[src/rtl/sci_stat_pkg.sv]
package sci_stat_pkg;
   localparam int unsigned STAT_W     = 8;
   localparam int unsigned N_ARMED    = 5;
   localparam int unsigned ARMED_LSB  = 3;   // armed flags occupy bits 7..3
   localparam int unsigned B_TXEMPTY  = 7;
   localparam int unsigned B_RXFULL   = 6;
   localparam int unsigned B_OVERRUN  = 5;
   localparam int unsigned B_FRAMEERR = 4;
   localparam int unsigned B_PARERR   = 3;
   localparam int unsigned B_TXDONE   = 2;
   localparam int unsigned B_MPRX     = 1;
   localparam int unsigned B_MPTX     = 0;
   localparam logic [STAT_W-1:0] STAT_INIT = 8'h84;
endpackage

[src/rtl/armed_flag_cell.sv]
module armed_flag_cell #(
   parameter bit RST_VAL  = 1'b0,
   parameter bit SET_WINS = 1'b1
) (
   input  logic clk,
   input  logic rst_n,
   input  logic init,
   input  logic set_ev,
   input  logic hw_clr,
   input  logic rd,
   input  logic wr,
   input  logic wbit,
   output logic flag_o,
   output logic clr_take
);
   logic flag_q, armed_q;
   logic cpu_clr, any_clr, flag_d;

   assign cpu_clr = wr && !wbit && armed_q;
   assign any_clr = cpu_clr || hw_clr;

   generate
      if (SET_WINS) begin : g_set_pri
         assign flag_d   = set_ev ? 1'b1 : (any_clr ? 1'b0 : flag_q);
         assign clr_take = any_clr && !set_ev && flag_q;
      end else begin : g_clr_pri
         assign flag_d   = any_clr ? 1'b0 : (set_ev ? 1'b1 : flag_q);
         assign clr_take = any_clr && flag_q;
      end
   endgenerate

   always_ff @(posedge clk or negedge rst_n) begin
      if (!rst_n) begin
         flag_q  <= RST_VAL;
         armed_q <= 1'b0;
      end else if (init) begin
         flag_q  <= RST_VAL;
         armed_q <= 1'b0;
      end else begin
         flag_q <= flag_d;
         if (set_ev || !flag_d)
            armed_q <= 1'b0;
         else if (rd && flag_q)
            armed_q <= 1'b1;
      end
   end

   assign flag_o = flag_q;

   AST_UNARMED_HOLD: assert property (@(posedge clk) disable iff (!rst_n)
      flag_q && !armed_q && !hw_clr && !init |=> flag_q);
   AST_ARM_NEEDS_READ: assert property (@(posedge clk) disable iff (!rst_n)
      $rose(armed_q) |-> $past(rd && flag_q));
   AST_REARM_AFTER_SET: assert property (@(posedge clk) disable iff (!rst_n)
      set_ev |=> !armed_q);
   generate
      if (SET_WINS) begin : g_set_chk
         AST_SET_WINS: assert property (@(posedge clk) disable iff (!rst_n)
            set_ev && !init |=> flag_q);
      end
   endgenerate
endmodule

[src/rtl/sci_mp_bits.sv]
module sci_mp_bits (
   input  logic clk,
   input  logic rst_n,
   input  logic init,
   input  logic rx_done,
   input  logic mpb_in,
   input  logic wr,
   input  logic wbit0,
   input  logic tx_end,
   input  logic empty_clr,
   output logic mp_rx,
   output logic mp_tx,
   output logic tx_done
);
   always_ff @(posedge clk or negedge rst_n) begin
      if (!rst_n) begin
         mp_rx   <= 1'b0;
         mp_tx   <= 1'b0;
         tx_done <= 1'b1;
      end else if (init) begin
         mp_rx   <= 1'b0;
         mp_tx   <= 1'b0;
         tx_done <= 1'b1;
      end else begin
         if (rx_done) mp_rx <= mpb_in;
         if (wr)      mp_tx <= wbit0;
         if (tx_end)         tx_done <= 1'b1;
         else if (empty_clr) tx_done <= 1'b0;
      end
   end

   AST_MPRX_HOLD: assert property (@(posedge clk) disable iff (!rst_n)
      !rx_done && !init |=> $stable(mp_rx));
   AST_TXDONE_SET: assert property (@(posedge clk) disable iff (!rst_n)
      tx_end |=> tx_done);
endmodule

[src/rtl/sci_status_reg.sv]
module sci_status_reg
   import sci_stat_pkg::*;
#(
   parameter bit FLAG_SET_WINS = 1'b1
) (
   input  logic              clk,
   input  logic              rst_n,
   input  logic              standby,
   input  logic              tx_en,
   input  logic              cpu_rd,
   input  logic              cpu_wr,
   input  logic [STAT_W-1:0] cpu_wdata,
   output logic [STAT_W-1:0] cpu_rdata,
   input  logic              dma_txd_wr,
   input  logic              ev_tx_load,
   input  logic              ev_rx_done,
   input  logic              ev_overrun,
   input  logic              ev_frame_err,
   input  logic              ev_parity_err,
   input  logic              ev_tx_end,
   input  logic              rx_mpb_in
);
   logic [N_ARMED-1:0] set_vec, hwclr_vec, flag_vec, take_vec;
   logic mp_rx, mp_tx, tx_done;

   // index i maps to register bit ARMED_LSB+i
   assign set_vec = {ev_tx_load || !tx_en, ev_rx_done, ev_overrun,
                     ev_frame_err, ev_parity_err};
   assign hwclr_vec = {dma_txd_wr, {(N_ARMED-1){1'b0}}};

   generate
      for (genvar i = 0; i < N_ARMED; i++) begin : g_flag
         localparam int unsigned BITPOS = ARMED_LSB + i;
         armed_flag_cell #(
            .RST_VAL  (STAT_INIT[BITPOS]),
            .SET_WINS (FLAG_SET_WINS)
         ) u_cell (
            .clk      (clk),
            .rst_n    (rst_n),
            .init     (standby),
            .set_ev   (set_vec[i]),
            .hw_clr   (hwclr_vec[i]),
            .rd       (cpu_rd),
            .wr       (cpu_wr),
            .wbit     (cpu_wdata[BITPOS]),
            .flag_o   (flag_vec[i]),
            .clr_take (take_vec[i])
         );
      end
   endgenerate

   sci_mp_bits u_mp (
      .clk       (clk),
      .rst_n     (rst_n),
      .init      (standby),
      .rx_done   (ev_rx_done),
      .mpb_in    (rx_mpb_in),
      .wr        (cpu_wr),
      .wbit0     (cpu_wdata[B_MPTX]),
      .tx_end    (ev_tx_end),
      .empty_clr (take_vec[B_TXEMPTY-ARMED_LSB]),
      .mp_rx     (mp_rx),
      .mp_tx     (mp_tx),
      .tx_done   (tx_done)
   );

   assign cpu_rdata = {flag_vec, tx_done, mp_rx, mp_tx};

   AST_STANDBY_INIT: assert property (@(posedge clk) disable iff (!rst_n)
      standby |=> cpu_rdata == STAT_INIT);
   AST_TE_FORCE: assert property (@(posedge clk) disable iff (!rst_n)
      !tx_en |=> cpu_rdata[B_TXEMPTY]);
   AST_DMA_CLEAR: assert property (@(posedge clk) disable iff (!rst_n)
      dma_txd_wr && tx_en && !ev_tx_load && !standby |=> !cpu_rdata[B_TXEMPTY]);
endmodule

[config.mk]
export PLATFORM = sky130hd
export DESIGN_NAME = sci_status_reg
export DESIGN_NICKNAME = d
export VERILOG_FILES = /design/src/rtl/sci_stat_pkg.sv /design/src/rtl/armed_flag_cell.sv /design/src/rtl/sci_mp_bits.sv /design/src/rtl/sci_status_reg.sv
export SDC_FILE = /design/constraint.sdc
export NUM_CORES = 1
export LEC_CHECK = 0
export BUFFER_PORTS_ARGS = -buffer_cell sky130_fd_sc_hd__buf_2
export CAP_MARGIN = 30
export CORE_ASPECT_RATIO = 0.7
export CORE_MARGIN = 2
export CORE_UTILIZATION = 25
export CTS_CLUSTER_SIZE = 24
export DETAILED_ROUTE_END_ITERATION = 8
export MAX_ROUTING_LAYER = met4
export SETUP_SLACK_MARGIN = 0.1
export SYNTH_ARGS = -nofsm -noshare
export SYNTH_HDL_FRONTEND = slang
export SYNTH_SLANG_ARGS = --single-unit
[constraint.sdc]
create_clock -name clk -period 2.5 [get_ports clk]
set_input_delay 0.25 -clock clk [delete_from_list [all_inputs] [get_ports clk]]
set_output_delay 0.25 -clock clk [all_outputs]
set_load 0.03 [all_outputs]
==> results of run 1 <==
==> sequential cells by signal, summed over array words and instances (netlist names) <==
signal	cells
u_mp.mp_rx	1
u_mp.tx_done	1
g_flag.u_cell.armed_q	5
g_flag.u_cell.flag_o	5
u_mp.mp_tx	1
==> routing by layer <==
metal  part of all wire, %  track usage (%)  vias up
li1                      -                -      246
met3                   9.5             6.48        0
met5                     0                -        -
met1                    45             12.7      234
met4                     0             1.33        0
met2                    45             17.6       19
==> power groups by stage <==
stage	combinational, mW	clock, mW	sequential (mW)
finish	0.0676	0.124	0.225
global route	0.0754	0.143	0.226
CTS	0.0690	0.132	0.225
detailed placement	0.0674	0	0.229
global placement	0.0666	0	0.228
floorplan	0.0444	0	0.228
==> placed cells by master (no fill, tap or decap), types with 2 or more instances in the layout <==
master	instances
sky130_fd_sc_hd__nand2_1	4
sky130_fd_sc_hd__mux2i_1	2
sky130_fd_sc_hd__dfrtp_1	11
sky130_fd_sc_hd__inv_1	2
sky130_fd_sc_hd__buf_2	27
sky130_fd_sc_hd__clkbuf_4	3
sky130_fd_sc_hd__nand3b_1	3
sky130_fd_sc_hd__nor2_1	10
sky130_fd_sc_hd__nor4_1	4
sky130_fd_sc_hd__dfstp_2	2
sky130_fd_sc_hd__a21oi_1	4
==> area by class of cell <==
cell class	count	area [um^2]
repair buffers	28	145
inverters	2	7.51
fillers	242	1470
multi-input cells	35	206
clock buffers	4	26.3
flip-flops and latches	13	328
well taps	32	40.0
==> cells by family after synthesis <==
group           synth area share (%)
buf+inv                         11.8
mux                             3.31
compound gates                  8.47
flops                           54.1
simple gates                    22.3
==> worst min-delay path by stage <==
stage | start | endpoint | slack [ns]
6_report | ev_overrun | g_flag[2].u_cell.armed_q | 0.15
5_1_grt | ev_frame_err | g_flag[1].u_cell.armed_q | 0.13
4_1_cts | ev_overrun | g_flag[2].u_cell.armed_q | 0.14
3_5_place_dp | rst_n | g_flag[0].u_cell.flag_o | 0.16
3_3_place_gp | rst_n | g_flag[0].u_cell.flag_o | 0.15
2_1_floorplan | rst_n | g_flag[0].u_cell.armed_q | -0.05
==> per-stage QoR <==
stage | area (um^2) | instances
6_report | 753 | 114
4_1_cts | 753 | 114
5_1_grt | 753 | 114
2_1_floorplan | 606 | 59
3_3_place_gp | 717 | 109
3_5_place_dp | 717 | 109
==> metrics, run 1 <==
result of the run completed; final-report setup violation count 0; total via count in the routed design 499; final hold violation count 0; final worst path period share 50.2%; proportion of synthesized chip area in sequential cells 54.1%; # Post-CTS Setup Buffers 0; Design Power 0.416 mW; worst max-slew margin expressed relative to the limit 80.0%; endpoint of the most critical setup path cpu_rdata[7]; Post-Synthesis Net Count 81; async set-or-reset flop fraction in the synthesized netlist between 90% and 100%; antenna violations before repair 0; biggest area contributors in the synthesized netlist sky130_fd_sc_hd__dfrtp_1 45%, sky130_fd_sc_hd__buf_4 9.9%, sky130_fd_sc_hd__dfstp_2 8.7%; clk_skew ~0.00044 ns; antenna fix cells 0; top cell type by total area after synthesis sky130_fd_sc_hd__dfrtp_1; number of instances on the worst hold path 2; fraction of final layout cells with drive strength greater than 1 between 40 and 50%; total half-perimeter wirelength after legalization and detailed placement 957 um; routed vias/inst 4.38; Reg2Reg Capture Point u_mp.tx_done; Max-cap violations 0; Post-Synthesis Mean Instance Area between 10 and 15 um^2; maximum level of the CTS H-tree 1; crit end category primary output; power density cells ~550 nW/um^2; wirelength, routed 1.23 mm; weighted congestion reported at the end of routability-driven placement about 0.71; post-CTS clock slew at the launch and capture registers of the worst setup and hold paths 0.08 ns; Static Leak 0.377 nW; fin util between 30% and 40%; transition time of the tightest slew-check pin around 0.3 ns; number of instances resized during post-cts repair 0; Place WS 1.29 ns; final setup margin about 1.2 ns; die footprint 2840 um^2; f_max 0.796 GHz; crit path kind reg2out; most repeated cell in the gate-level netlist after synthesis sky130_fd_sc_hd__dfrtp_1; most used standard cells in the synthesized netlist 11 x sky130_fd_sc_hd__dfrtp_1, 10 x sky130_fd_sc_hd__nor2_1, 8 x sky130_fd_sc_hd__buf_4; number of nets at the end of the flow 105; cell row count 14; crit-path max FO 4; total number of yosys warnings 0; number of synthesized register bits 13; vias in the first global route between 400 and 500; post-synth design cell area 606 um^2; largest delay contributor family on the critical path flip-flops; number of remaining DRC errors 0; number of cell instances on the worst register-to-register path 2; Slowest-stage cell, CP sky130_fd_sc_hd__dfstp_2; CTS Root Buffer Type sky130_fd_sc_hd__clkbuf_4; iteration count of the initial detailed-routing pass 4; clock latency on the worst-skew pair approximately 0.26 ns; count of flip-flops with a built-in enable after synthesis 0; final number of max-transition violations 0; count of input and output buffers 27; die boundary height 45.2 um; RSZ-0062 raised after global routing no; Synth Instances 59; proportion of power drawn by flip-flops and latches between 50% and 60%; clk sink count 13; width of the die 62.8 um; sum of overflow across all layers after global routing 0; Hold Path Class in2reg; Reg2Reg Setup Slack 1.29 ns; wire length of the first global-routing pass 2.20 mm; hold buffers post-CTS 1; starting DRC count in detailed routing 8; io pins 30; number of gates on the worst path with buffers counted 1; cells along the critical path buf_2; Core ar. 2220 um^2; clock network fraction of total power 29.8%; total negative slack for setup checks 0 ns; dominant register cell in the synthesized netlist sky130_fd_sc_hd__dfrtp_1; pin count of the biggest net entering global routing 15; launching element of the worst setup path g_flag[4].u_cell.flag_o; required time at the worst-slack endpoint 2.25 ns; internal cell power about 0.3 mW; starting density of the core about 27%; final hold slack 0.151 ns; clock buffers created by TritonCTS 3; Worst R2R Start g_flag[4].u_cell.flag_o; share of total power in combinational logic 16.2%; biggest cell delay along the critical path between 0.5 and 0.6 ns; area share of the largest cell type after synthesis 45.5%; maximum vdd drop 0.171 mV; Period minus WS final roughly 1.3 ns; Max clock buf depth 2; data arrival time of the worst path 1.01 ns; area delta synth->final 24.4%; crit path buf inv count 1; launching element type of the critical path register; net switching fraction of the power 26.0%; Routed WL per cell 10.8 um; Antenna Violating Nets Remaining 0; TritonCTS clock tree built; net switching power 0.108 mW; number of library cell types mapped by synthesis 19; Total Routing Usage GR approximately 11%
Note: power is estimated with default switching activity, not from simulation.
==> inputs of run 2 (changes only) <==
--- a/config.mk
+++ b/config.mk
@@ -5,6 +5,7 @@
 export SDC_FILE = /design/constraint.sdc
 export NUM_CORES = 1
 export LEC_CHECK = 0
+export ABC_AREA = 1
 export BUFFER_PORTS_ARGS = -buffer_cell sky130_fd_sc_hd__buf_2
 export CAP_MARGIN = 30
 export CORE_ASPECT_RATIO = 0.7
==> constraint.sdc (replaced) <==
create_clock -name clk -period 1 [get_ports clk]
set_input_delay 0.1 -clock clk [delete_from_list [all_inputs] [get_ports clk]]
set_output_delay 0.1 -clock clk [all_outputs]
set_load 0.03 [all_outputs]
==> metrics, run 2 <==
final setup margin -0.0290 ns; fin util a little over a third; iteration count of the initial detailed-routing pass 4; largest delay contributor family on the critical path flip-flops; maximum vdd drop 0.434 mV; adder-cell area share of the yosys netlist 0%; proportion of synthesized chip area in sequential cells 50.6%; Static Leak 0.477 nW; cells along the critical path buf_6; multiplexer fraction of the synthesized cell area 0%; biggest cell delay along the critical path 0.55 ns; f_max between 0.9 and 1 GHz; xor/xnor cell area share of the yosys netlist 0%; Slowest-stage cell, CP sky130_fd_sc_hd__dfstp_2; transition time of the tightest slew-check pin 0.292 ns; final number of max-transition violations 0; crit path buf inv count 1; Core ar. around 2500 um^2; Period minus WS final 1.03 ns; violated checks negative setup slack; cell row count 15; total half-perimeter wirelength after legalization and detailed placement 985 um; area used by multi-input combinational logic around 230 um^2; final worst path period share 103%; maximum level of the CTS H-tree 1; Post-Synthesis Net Count between 90 and 100; required time at the worst-slack endpoint 0.90 ns; power density cells 1410 nW/um^2; worst max-slew margin expressed relative to the limit 80.6%; sum of overflow across all layers after global routing 0; routed vias/inst slightly above 4; wire length of the first global-routing pass 2.15 mm; wirelength, routed between 1 and 1.5 mm; Antenna Violating Nets Remaining 0; number of nets at the end of the flow 127; crit end category primary output; number of library cell types mapped by synthesis 14; count of flip-flops with a built-in enable after synthesis 0; TritonCTS clock tree built; Design Power 1.27 mW; dominant register cell in the synthesized netlist sky130_fd_sc_hd__dfrtp_1; number of fill cells 264; Storage cell area approximately 330 um^2; Max-cap violations 0; antenna fix cells 0; Worst R2R Start g_flag[4].u_cell.flag_o; launching element type of the critical path register; area share of the largest cell type after synthesis 42.5%; most repeated cell in the gate-level netlist after synthesis sky130_fd_sc_hd__nand2_1; clk_skew 0.0000934 ns; total via count in the routed design 572; async set-or-reset flop fraction in the synthesized netlist 100%; final hold violation count 0; biggest area contributors in the synthesized netlist sky130_fd_sc_hd__dfrtp_1 42%, sky130_fd_sc_hd__buf_4 9.3%, sky130_fd_sc_hd__nand2_1 9.3%; weighted congestion reported at the end of routability-driven placement a little under 0.8; antenna violations before repair 0; data arrival time of the worst path roughly 0.93 ns; most frequent standard cell in the layout excluding fill and tap cells sky130_fd_sc_hd__buf_2; main combinational cell family by area after synthesis simple AND/OR/NAND/NOR gates; number of synthesized register bits 13; starting density of the core between 20% and 30%; result of the run complete, but fails checks; fraction of final layout cells with drive strength greater than 1 38.5%; clk sink count 13; Max clock buf depth 2; highest-count cells in the layout ignoring fill and taps 19 x sky130_fd_sc_hd__buf_2, 16 x sky130_fd_sc_hd__nand2_1, 11 x sky130_fd_sc_hd__dfrtp_1; width of the die 64.9 um; Hold Path Class in2reg; launching element of the worst setup path g_flag[4].u_cell.flag_o; area delta synth->final 38.8%; basic-gate share of the synthesized area counting and, or, nand and nor cells between 20 and 30%; pin count of the biggest net entering global routing 14; most used standard cells in the synthesized netlist 16 x sky130_fd_sc_hd__nand2_1, 11 x sky130_fd_sc_hd__dfrtp_1, 9 x sky130_fd_sc_hd__nand3_1, 8 x sky130_fd_sc_hd__buf_4, 8 x sky130_fd_sc_hd__inv_1; post-synth design cell area 648 um^2; total number of yosys warnings 0; crit-path max FO 3; count of input and output buffers 27; die boundary height 46.6 um; number of remaining DRC errors 0; Synth Instances 77; post-CTS clock slew at the launch and capture registers of the worst setup and hold paths 0.05 ns; final-report setup violation count 2; die footprint 3020 um^2; Routed WL per cell 10.3 um; top cell type by total area after synthesis sky130_fd_sc_hd__dfrtp_1; vias in the first global route 491; clock latency on the worst-skew pair 0.24 ns; non-filler instance count after layout 138; Post-Synthesis Mean Instance Area 8.42 um^2; share of the synthesized area in compound gates (AO/OA/AOI/OAI) 4.63%; CTS Root Buffer Type sky130_fd_sc_hd__clkbuf_8; clock buffers created by TritonCTS 3; launch point of the worst hold path standby; Total Routing Usage GR 10.5%; io pins 30; RSZ-0062 raised after global routing yes; count of placed standard cells including taps 129; starting DRC count in detailed routing 20; crit path kind reg2out
==> run 2: changes by cell type after synthesis, moves of 2 or more <==
| cell | change |
|---|---|
| sky130_fd_sc_hd__nand2_1 | +12 |
| sky130_fd_sc_hd__or2_0 | +3 |
| sky130_fd_sc_hd__inv_1 | +6 |
| sky130_fd_sc_hd__mux2i_1 | -2 |
| sky130_fd_sc_hd__nor4_1 | -4 |
| sky130_fd_sc_hd__nand3_1 | +9 |
| sky130_fd_sc_hd__nor2_1 | -3 |
==> run 2: metrics by stage <==
stage / setup slack (ns) / TNS [ns] / instance area [um^2] / hold WS (ns)
floorplan: 0.148 / 0 / 648 / -0.196
finish: -0.0290 / -0.0306 / 900 / 0.0456
global route: -0.0537 / -0.166 / 900 / 0.0449
global placement: 0.125 / 0 / 754 / -0.000614
CTS: -0.0241 / -0.0341 / 848 / 0.0340
detailed placement: 0.112 / 0 / 754 / 0.00409
==> run 2: kinds of logic (layout without fill, tap and decap cells) <==
kind of cell | Yosys count | after routing
buf+inv | 18 | 45
compound gates | 6 | 6
simple gates | 40 | 40
flops | 13 | 13
==> run 2: worst paths after layout <==
check                                            to  slack [ns]  cells past startpoint
max reg2reg                g_flag[4].u_cell.armed_q           0                      5
min in group asynchronous                u_mp.mp_tx        0.28                      2
max                                    cpu_rdata[7]       -0.03                      1
min reg2reg                            u_mp.tx_done        0.46                      2
max in group asynchronous   g_flag[4].u_cell.flag_o        0.44                      2
min                         g_flag[3].u_cell.flag_o        0.05                      2
==> run 2: power by group <==
| part | switching, mW | internal, mW |
|---|---|---|
| combinational | 0.122 | 0.106 |
| sequential | 0.0196 | 0.553 |
| clock | 0.184 | 0.281 |
==> run 2: worst register-to-register path: stages (launching register included) <==
cell	delay, ns
sky130_fd_sc_hd__dfstp_2	0.55
sky130_fd_sc_hd__buf_4	0.12
sky130_fd_sc_hd__nand2_1	0.04
sky130_fd_sc_hd__nand2_1	0.05
sky130_fd_sc_hd__nand3_1	0.06
sky130_fd_sc_hd__nor2_1	0.10
==> run 2: area by class of cell <==
cell class / count / share of cell area [%]
Tap cell: 34 / 4.73
Timing Repair Buffer: 32 / 25.0
Clock buffer: 4 / 5.01
Multi-Input combinational cell: 46 / 25.0
Inverter: 9 / 3.76
Sequential cell: 13 / 36.4
==> run 2: layer usage <==
| metal | track usage [%] | share of wire, % | vias to the layer above |
|---|---|---|---|
| li1 | - | - | 291 |
| met1 | 10.3 | 40 | 257 |
| met2 | 17.5 | 49 | 19 |
| met3 | 4.65 | 9.1 | 5 |
| met4 | 6.38 | 2.0 | 0 |
| met5 | - | 0 | - |
==> run 2: what timing repair did <==
| item | CTS | global route |
|---|---|---|
| endpoints found under the setup margin | 5 | 11 |
| buffers inserted | 1 | 3 |
| pin swaps | 1 | 5 |
| gates resized for setup | 10 | 12 |
| hold buffers | 1 | 0 |
| endpoints found under the hold margin | 11 | 0 |
